==> src/rtl/alm_pkg.sv <==
package alm_pkg;
  localparam int NUM_FIELDS = 5;
  localparam int FIELD_W    = 8;
  localparam int SEL_W      = 3;

  typedef enum logic [SEL_W-1:0] {
    FLD_SEC   = 3'd0,
    FLD_MIN   = 3'd1,
    FLD_HOUR  = 3'd2,
    FLD_DATE  = 3'd3,
    FLD_MONTH = 3'd4
  } fld_e;

  typedef enum logic [1:0] {
    FQ_1HZ   = 2'd0,
    FQ_512HZ = 2'd1,
    FQ_4KHZ  = 2'd2,
    FQ_32KHZ = 2'd3
  } freq_e;

  // number of value bits compared for each field, seconds first
  function automatic int fld_value_bits(input int idx);
    case (idx)
      0, 1:    return 7;
      2, 3:    return 6;
      default: return 5;
    endcase
  endfunction
endpackage

==> src/rtl/alm_field_bank.sv <==
module alm_field_bank
  import alm_pkg::*;
#(
  parameter int NUM = NUM_FIELDS,
  parameter int W   = FIELD_W
) (
  input  logic             clk,
  input  logic             rst_n,
  input  logic             we,
  input  logic [SEL_W-1:0] sel,
  input  logic [W-1:0]     wdata,
  input  logic [NUM*W-1:0] now_flat,
  output logic             hit_all
);
  localparam logic [W-1:0] RST_VAL = W'(1) << (W - 1);

  logic [NUM-1:0] hit;

  for (genvar i = 0; i < NUM; i++) begin : g_fld
    localparam int           VB    = fld_value_bits(i);
    localparam logic [W-1:0] VMASK = W'((1 << VB) - 1);

    logic [W-1:0] val_q;
    logic [W-1:0] val_d;
    logic [W-1:0] now_v;

    assign now_v = now_flat[i*W +: W];

    always_comb begin
      val_d = val_q;
      if (we && (sel == SEL_W'(i))) begin
        val_d = wdata;
      end
    end

    always_ff @(posedge clk or negedge rst_n) begin
      if (!rst_n) begin
        val_q <= RST_VAL;
      end else begin
        val_q <= val_d;
      end
    end

    // ignore bit set, or value bits agree
    assign hit[i] = val_q[W-1] | (((val_q ^ now_v) & VMASK) == '0);
  end

  assign hit_all = &hit;
endmodule

==> src/rtl/alm_flag_ctl.sv <==
module alm_flag_ctl (
  input  logic clk,
  input  logic rst_n,
  input  logic sec_tick,
  input  logic alm_en,
  input  logic hit_all,
  input  logic status_rd,
  output logic flag
);
  logic flag_q;
  logic flag_d;
  logic event_now;

  assign event_now = sec_tick & alm_en & hit_all;

  always_comb begin
    flag_d = flag_q;
    if (status_rd) begin
      flag_d = 1'b0;
    end
    if (event_now) begin
      flag_d = 1'b1;
    end
  end

  always_ff @(posedge clk or negedge rst_n) begin
    if (!rst_n) begin
      flag_q <= 1'b0;
    end else begin
      flag_q <= flag_d;
    end
  end

  assign flag = flag_q;
endmodule

==> src/rtl/alm_wave_div.sv <==
module alm_wave_div
  import alm_pkg::*;
#(
  parameter int DIV_BITS = 16
) (
  input  logic       clk,
  input  logic       rst_n,
  input  logic       base_en,
  input  logic [1:0] freq_sel,
  output logic       wave_sel,
  output logic       wave_cal
);
  // bit k of the counter toggles every 2^k base strobes
  localparam int TAP_1HZ   = DIV_BITS - 1;
  localparam int TAP_512HZ = DIV_BITS - 10;
  localparam int TAP_4KHZ  = DIV_BITS - 13;
  localparam int TAP_32KHZ = DIV_BITS - 16;

  logic [DIV_BITS-1:0] div_q;
  logic [DIV_BITS-1:0] div_d;

  always_comb begin
    div_d = div_q;
    if (base_en) begin
      div_d = div_q + DIV_BITS'(1);
    end
  end

  always_ff @(posedge clk or negedge rst_n) begin
    if (!rst_n) begin
      div_q <= '0;
    end else begin
      div_q <= div_d;
    end
  end

  always_comb begin
    case (freq_e'(freq_sel))
      FQ_1HZ:   wave_sel = div_q[TAP_1HZ];
      FQ_512HZ: wave_sel = div_q[TAP_512HZ];
      FQ_4KHZ:  wave_sel = div_q[TAP_4KHZ];
      default:  wave_sel = div_q[TAP_32KHZ];
    endcase
  end

  assign wave_cal = div_q[TAP_512HZ];
endmodule

==> src/rtl/alm_pin_mux.sv <==
module alm_pin_mux (
  input  logic clk,
  input  logic rst_n,
  input  logic cal_mode,
  input  logic alm_sel,
  input  logic wave_sel,
  input  logic wave_cal,
  input  logic flag,
  output logic pull_low
);
  logic pull_q;
  logic pull_d;

  // priority: calibration, then square wave, then alarm
  always_comb begin
    if (cal_mode) begin
      pull_d = ~wave_cal;
    end else if (!alm_sel) begin
      pull_d = ~wave_sel;
    end else begin
      pull_d = flag;
    end
  end

  always_ff @(posedge clk or negedge rst_n) begin
    if (!rst_n) begin
      pull_q <= 1'b0;
    end else begin
      pull_q <= pull_d;
    end
  end

  assign pull_low = pull_q;
endmodule

==> src/rtl/rtc_alarm_pin_unit.sv <==
module rtc_alarm_pin_unit
  import alm_pkg::*;
#(
  parameter int DIV_BITS = 16
) (
  input  logic       clk,
  input  logic       rst_n,
  input  logic       base_en,
  input  logic       sec_tick,
  input  logic [6:0] now_sec,
  input  logic [6:0] now_min,
  input  logic [5:0] now_hour,
  input  logic [5:0] now_date,
  input  logic [4:0] now_month,
  input  logic       fld_we,
  input  logic [2:0] fld_sel,
  input  logic [7:0] fld_wdata,
  input  logic       cal_mode,
  input  logic       alm_sel,
  input  logic       alm_en,
  input  logic [1:0] freq_sel,
  input  logic       status_rd,
  output logic       alarm_flag,
  output logic       acs_pull_low
);
  logic [NUM_FIELDS*FIELD_W-1:0] now_flat;
  logic hit_all;
  logic flag;
  logic wave_sel;
  logic wave_cal;

  assign now_flat = {FIELD_W'(now_month), FIELD_W'(now_date), FIELD_W'(now_hour),
                     FIELD_W'(now_min), FIELD_W'(now_sec)};

  alm_field_bank #(.NUM(NUM_FIELDS), .W(FIELD_W)) u_bank (
    .clk      (clk),
    .rst_n    (rst_n),
    .we       (fld_we),
    .sel      (fld_sel),
    .wdata    (fld_wdata),
    .now_flat (now_flat),
    .hit_all  (hit_all)
  );

  alm_flag_ctl u_flag (
    .clk       (clk),
    .rst_n     (rst_n),
    .sec_tick  (sec_tick),
    .alm_en    (alm_en),
    .hit_all   (hit_all),
    .status_rd (status_rd),
    .flag      (flag)
  );

  alm_wave_div #(.DIV_BITS(DIV_BITS)) u_div (
    .clk      (clk),
    .rst_n    (rst_n),
    .base_en  (base_en),
    .freq_sel (freq_sel),
    .wave_sel (wave_sel),
    .wave_cal (wave_cal)
  );

  alm_pin_mux u_mux (
    .clk      (clk),
    .rst_n    (rst_n),
    .cal_mode (cal_mode),
    .alm_sel  (alm_sel),
    .wave_sel (wave_sel),
    .wave_cal (wave_cal),
    .flag     (flag),
    .pull_low (acs_pull_low)
  );

  assign alarm_flag = flag;
endmodule

==> config.mk <==
export PLATFORM = sky130hd
export DESIGN_NAME = rtc_alarm_pin_unit
export DESIGN_NICKNAME = d
export VERILOG_FILES = /design/src/rtl/alm_pkg.sv /design/src/rtl/alm_field_bank.sv /design/src/rtl/alm_flag_ctl.sv /design/src/rtl/alm_wave_div.sv /design/src/rtl/alm_pin_mux.sv /design/src/rtl/rtc_alarm_pin_unit.sv
export SDC_FILE = /design/constraint.sdc
export NUM_CORES = 1
export LEC_CHECK = 0
export BUFFER_PORTS_ARGS = -buffer_cell sky130_fd_sc_hd__buf_2
export CORE_MARGIN = 2
export CORE_UTILIZATION = 45
export DETAILED_ROUTE_END_ITERATION = 16
export PLACE_DENSITY_LB_ADDON = 0.08
export SETUP_SLACK_MARGIN = 0.02
export SYNTH_ARGS = -nofsm -noshare
export SYNTH_HDL_FRONTEND = slang
export SYNTH_SLANG_ARGS = --single-unit
export TNS_END_PERCENT = 10
==> constraint.sdc <==
create_clock -name clk -period 1.9 [get_ports clk]
set_input_delay 0.57 -clock clk [delete_from_list [all_inputs] [get_ports clk]]
set_output_delay 0.57 -clock clk [all_outputs]
set_load 0.05 [all_outputs]
=== Yosys cells after proc, flatten, opt, wreduce, memory -nomap -nowiden ===
Index checks and enable logic that the tools add are counted.

* Bits in read-only memories: 0
* Output and inout bits: 2
* Memories kept: 0
* Memory bits (writable): 0
* Latch bits: 0
* Register bits: 58

* $add $sub $neg: 1
* Bitwise logic cells: 14
* Div/mod/pow operators: 0
* Shift-type cells: 0
* Multiplexer cells: 5
* Eq/ne operators: 6
* $lt $le $gt $ge: 0
* Reduce and logical (&&, ||, !) cells: 14
* Multiply operators: 0

{| class="wikitable"
|+ Operators by type and width
! operator !! count
|-
| zero test 8 bit || 5
|-
| adder 16 x 1 -> 16 bit (second input constant) || 1
|-
| XOR 7 bit || 2
|-
| XOR 6 bit || 2
|-
| equality test 3 x 2 -> 1 bit (second input constant) || 2
|-
| logical AND 1 bit || 5
|-
| bitwise OR 1 bit || 5
|-
| AND reduction 5 bit || 1
|-
| XOR 5 bit || 1
|-
| two-way mux 1 bit || 4
|-
| equality test 3 x 1 -> 1 bit (second input constant) || 1
|-
| equality test 3 bit (second input constant) || 1
|-
| zero test 3 bit || 1
|-
| one-hot mux 1 bit (3 select lines) || 1
|-
| bitwise AND 1 bit || 2
|-
| equality test 2 x 1 -> 1 bit (second input constant) || 1
|-
| equality test 2 bit (second input constant) || 1
|-
| zero test 2 bit || 1
|-
| inverter 1 bit || 2
|-
| nonzero test 2 bit || 1
|}

=== Logic depth before layout (Yosys ltp) ===
* Word-level depth: 6
* Gate-level depth with buffers: 5

=== Modules after synthesis ===
Synthesis repeated with hierarchy kept, for this count alone.

* Cell total of the unflattened synthesis: 193
* Area total of the unflattened synthesis: 2602.5 um^2

{| class="wikitable"
|+ By module, submodules not included
! module !! times used !! cells an instance !! area an instance (um^2)
|-
| alm_field_bank || 1 || 124 || 1781.7
|-
| alm_wave_div || 1 || 59 || 718.2
|-
| alm_pin_mux || 1 || 5 || 56.3
|-
| alm_flag_ctl || 1 || 4 || 42.5
|-
| rtc_alarm_pin_unit || 1 || 1 || 3.8
|}

=== Worst setup path after synthesis ===
No wires, ideal clock.

* Path type: input to register
* Start point: input port now_hour[3]
* End point: register u_flag.flag_q, in the netlist u_flag.flag
* Path buffers: 0
* Arrival: 1679 ps
* Setup time: 82 ps
* Setup slack: 139 ps
* Stages: 5
* Path through: xor2_1 nor4_1 a31oi_1 or4_1 o22ai_1

* Cells in the longest elaborated chain, start to end: 6
* Elaborated cells on any way between the ends: 7
* Those cells by class: mux: 1; bitwise: 3; reduce/logical: 3

{| class="wikitable"
|+ RTL lines
! item !! RTL line !! source
|-
| start, declared || rtc_alarm_pin_unit.sv:12 || <nowiki>input logic [5:0] now_hour,</nowiki>
|-
| XOR 6 bit (*) || alm_field_bank.sv:45 || <nowiki>assign hit[i] = val_q[W-1] | (((val_q ^ now_v) & VMASK) == '0);</nowiki>
|-
| zero test 8 bit (*) || alm_field_bank.sv:45 ||
|-
| bitwise OR 1 bit (*) || alm_field_bank.sv:45 ||
|-
| AND reduction 5 bit (*) || alm_field_bank.sv:48 || <nowiki>assign hit_all = &hit;</nowiki>
|-
| bitwise AND 1 bit (*) || alm_flag_ctl.sv:14 || <nowiki>assign event_now = sec_tick & alm_en & hit_all;</nowiki>
|-
| two-way mux 1 bit or nonzero test 2 bit (tied branches) || - ||
|-
| end signal, assigned || alm_flag_ctl.sv:30 || <nowiki>flag_q <= flag_d;</nowiki>
|-
| end, declared || alm_flag_ctl.sv:10 || <nowiki>logic flag_q;</nowiki>
|}

Every way passes the cells marked *; elsewhere a longest branch is shown, timed or not.
A chain may end at the register's enable or synchronous reset.

=== Worst setup path after layout ===
* Start point: register u_bank.g_fld[2].val_q[1]
* End point: register u_flag.flag_q, in the netlist u_flag.flag

* Cells in the longest elaborated chain, start to end: 6
* Elaborated cells on any way between the ends: 7
* Those cells by class: mux: 1; bitwise: 3; reduce/logical: 3

{| class="wikitable"
|+ RTL lines
! item !! RTL line !! source
|-
| start, declared || alm_field_bank.sv:23 || <nowiki>logic [W-1:0] val_q;</nowiki>
|-
| start signal, assigned || alm_field_bank.sv:40 || <nowiki>val_q <= val_d;</nowiki>
|-
| XOR 6 bit (*) || alm_field_bank.sv:45 ||
|-
| zero test 8 bit (*) || alm_field_bank.sv:45 ||
|-
| bitwise OR 1 bit (*) || alm_field_bank.sv:45 ||
|-
| AND reduction 5 bit (*) || alm_field_bank.sv:48 ||
|-
| bitwise AND 1 bit (*) || alm_flag_ctl.sv:14 ||
|-
| two-way mux 1 bit or nonzero test 2 bit (tied branches) || - ||
|}

Marked as above.

==> results.md <==
* Placed Cells at 321
* Final WS setup at 0.120 ns
* Routed Antenna Nets at 0
* Fin area at 3070 sq um
* Drt drc at 0
* Synth unique cells at 31
* DP Area at 2950 sq um
* Htree depth at 2
* Fillers at 487
* WP depth at 5
* Port Buffers at 54
* RR Startpoint: u_bank.g_fld[2].val_q[1]
* Global-route wire length before repair at roughly 8000 um
* Final setup fails at 0
* Peak Freq at 0.562 GHz
* Crit. End Element: flop
* Ant diodes at 0
* Pre-antenna DRT Iters at 4
* Net count after synthesis at approximately 240
* Area occupied by multi-input gates at 1140 sq um
* Final Max Tran Viols at 0
* Die area at 6210 sq um
* Synth Flop Type: dfrtp_1
* Wire length per cell at 14.4 um
* CTS tree: yes
* Worst Hold Class: in -> async
* Area Overhead vs Synth at 21.7%
* Vias in the first global route at between 1500 and 2000
* Layout Skew at 0.00873 ns
* Register area share after synthesis at 0.539
* Type of origin of the critical path: flop
* Reg-to-reg slack, setup at 0.12 ns
* Via density per instance at 4.85
* Power Density at just under 1000 nW/um^2
* HPWL after detailed placement at 3450 um
* Cell family with most CP delay: simple AND/OR/NAND/NOR gates
* Critical path peak fanout at 2
* Leakage at roughly 1.4 nW
* CP Data Required Time at 2.12 ns
* Setup CP Type: reg -> reg
* Tmin final at 1.78 ns
* Pin count of the biggest net entering global routing at between 50 and 60
* Share of layout cells above drive strength 1 at 0.451
* EDFF count, synth at 0
* Worst-path clk slew at 0.09 ns
* FFs w/ async S/R, synth at 1.00
* Clock root buffer: clkbuf_8
* Final period util at 0.937
* CP max stage cell: or4_1
* Initial antenna violation count at 0
* Syn Area/Cell at 13.3 sq um
* Slew HR at 0.757
* Ys Warns at 0
* Pre-CTS WS at -0.191 ns
* Total GRT Usage at 0.166
* Total CTS buffers at 5
* # IOs at 55
* Post-Route WL at 4740 um
* Core Footprint at 5440 sq um
* CP bufs+invs at 0
* DRT iter0 DRCs at 70
* Reg2Reg Depth at 5
* Vias at 1597
* Final std cells w/o fill at 329
* Register area at ~1400 sq um
* Vert. Die Dim at 78.8 um
* Num rows at 27
* Grt total ovfl at 0
* Maxcap violations at 0
* Clk sinks at 54
* #FFs+latches synth at 54
* Final core occ at 0.564
* RSZ-0062 raised after global routing: no
* Mapped cell area at between 2000 and 3000 sq um
* Final nets at just over 300
* RD Place Congestion at 0.705
* Crit path largest cell delay at 0.55 ns
* Status: completed
* Clock Tree Buf Depth at 2
* Die X at 78.8 um
* Worst-Skew Late Latency at 0.30 ns
* R2R Path End: u_flag.flag
* Post-synthesis instance total at 189
* Worst-path cell chain: xor2_1, nor4_1, a31oi_1, or4_1, o22ai_1
* Setup TNS Final at 0 ns
* Peak VDD IR at 467 uV
* Starting Density at 0.463
* Hold Fails Final Rpt at 0
* Post-CTS Setup Bufs at 0
* Slew @ Worst Pin at 0.363 ns
* Critical Path AT at ~2.0 ns
[power by group]
group / internal (mW) / leakage (nW) / switching [mW] / total (mW)
sequential: 1.41 / 0.645 / 0.181 / 1.59
combinational: 0.385 / 0.675 / 0.270 / 0.656
clock: 0.395 / 0.0524 / 0.353 / 0.748
[synthesized netlist by cell type, drive strengths merged (2+ instances only)]
cell type  count  area [sq um]
nand2          6          22.5
nor2           5          18.8
nor4           5          31.3
nor2b          2          15.0
and3           2          13.8
a31oi          3          18.8
inv            5          18.8
xnor2         25           219
xor2          21           184
dfrtp         49          1230
or4            2          18.8
nand4          4          31.3
nor3           3          26.3
mux2          37           417
dfstp          5           131
nand3          5          25.0
[routing by layer]
layer	GRT usage	vias to the layer above	wire, um
li1	-	796	-
met3	0.0330	8	220
met5	0	-	0
met4	0.0517	0	62
met1	0.224	758	2180
met2	0.274	35	2280
[layout by cell type, fill, tap and decap left out, types with 2 or more instances in the layout]
cell type,instances
a31oi_1,3
buf_12,2
buf_2,54
buf_4,5
clkbuf_1,2
clkbuf_8,5
dfrtp_1,49
dfstp_2,5
inv_1,5
mux2_2,37
nand2_1,6
nand3_1,5
nand4_1,3
nor2_1,5
nor3_1,2
nor4_1,4
xnor2_1,25
xor2_1,21
[per-stage QoR]
| step | hold WS, ns | power, mW |
|---|---|---|
| 2_1_floorplan | 0.274 | 2.04 |
| 3_3_place_gp | 0.459 | 2.26 |
| 3_5_place_dp | 0.457 | 2.28 |
| 4_1_cts | 0.251 | 3.03 |
| 5_1_grt | 0.278 | 3.18 |
| 6_report | 0.241 | 3.00 |
[how the worst max path moves through the flow]
stage | startpoint | endpoint | slack, ns
finish | u_bank.g_fld[2].val_q[1] | u_flag.flag | 0.12
global route | u_bank.g_fld[2].val_q[0] | u_flag.flag | 0.03
CTS | u_bank.g_fld[2].val_q[3] | u_flag.flag | 0.08
detailed placement | now_hour[3] | u_flag.flag | -0.19
global placement | now_hour[3] | u_flag.flag | -0.15
floorplan | now_hour[3] | u_flag.flag | 0.14
[flip-flops by register name, indices dropped and copies added (netlist names)]
| register | flops |
|---|---|
| u_mux.pull_low | 1 |
| u_flag.flag | 1 |
| u_bank.g_fld.val_q | 36 |
| u_div.div_q | 16 |
[worst register-to-register path: stages (launching register included)]
cell,delay (ns)
dfrtp_1,0.39
xor2_1,0.14
nor4_1,0.32
a31oi_1,0.16
or4_1,0.55
o22ai_1,0.14
[area by class of cell]
cell class | instances | share of cell area
Sequential cell | 54 | 0.443
Clock buffer | 7 | 0.0249
Clock inverter | 1 | 0.00980
Multi-Input combinational cell | 129 | 0.373
Timing Repair Buffer | 61 | 0.113
Inverter | 5 | 0.00612
Tap cell | 72 | 0.0294
[kinds of logic (layout without fill, tap and decap cells)]
group | after synthesis | in the layout | share of synthesized area
compound gates | 7 | 7 | 0.0184
xor+xnor | 46 | 46 | 0.160
fa+ha+maj | 1 | 1 | 0.00497
buf+inv | 6 | 74 | 0.00894
flops | 54 | 54 | 0.539
mux | 39 | 39 | 0.180
simple gates | 36 | 36 | 0.0889
[timing repair]
action,in CTS,in global routing
hold buffers,0,0
resized for setup,0,1
endpoints found under the setup margin,0,1
Note: power is estimated with default switching activity, not from simulation.
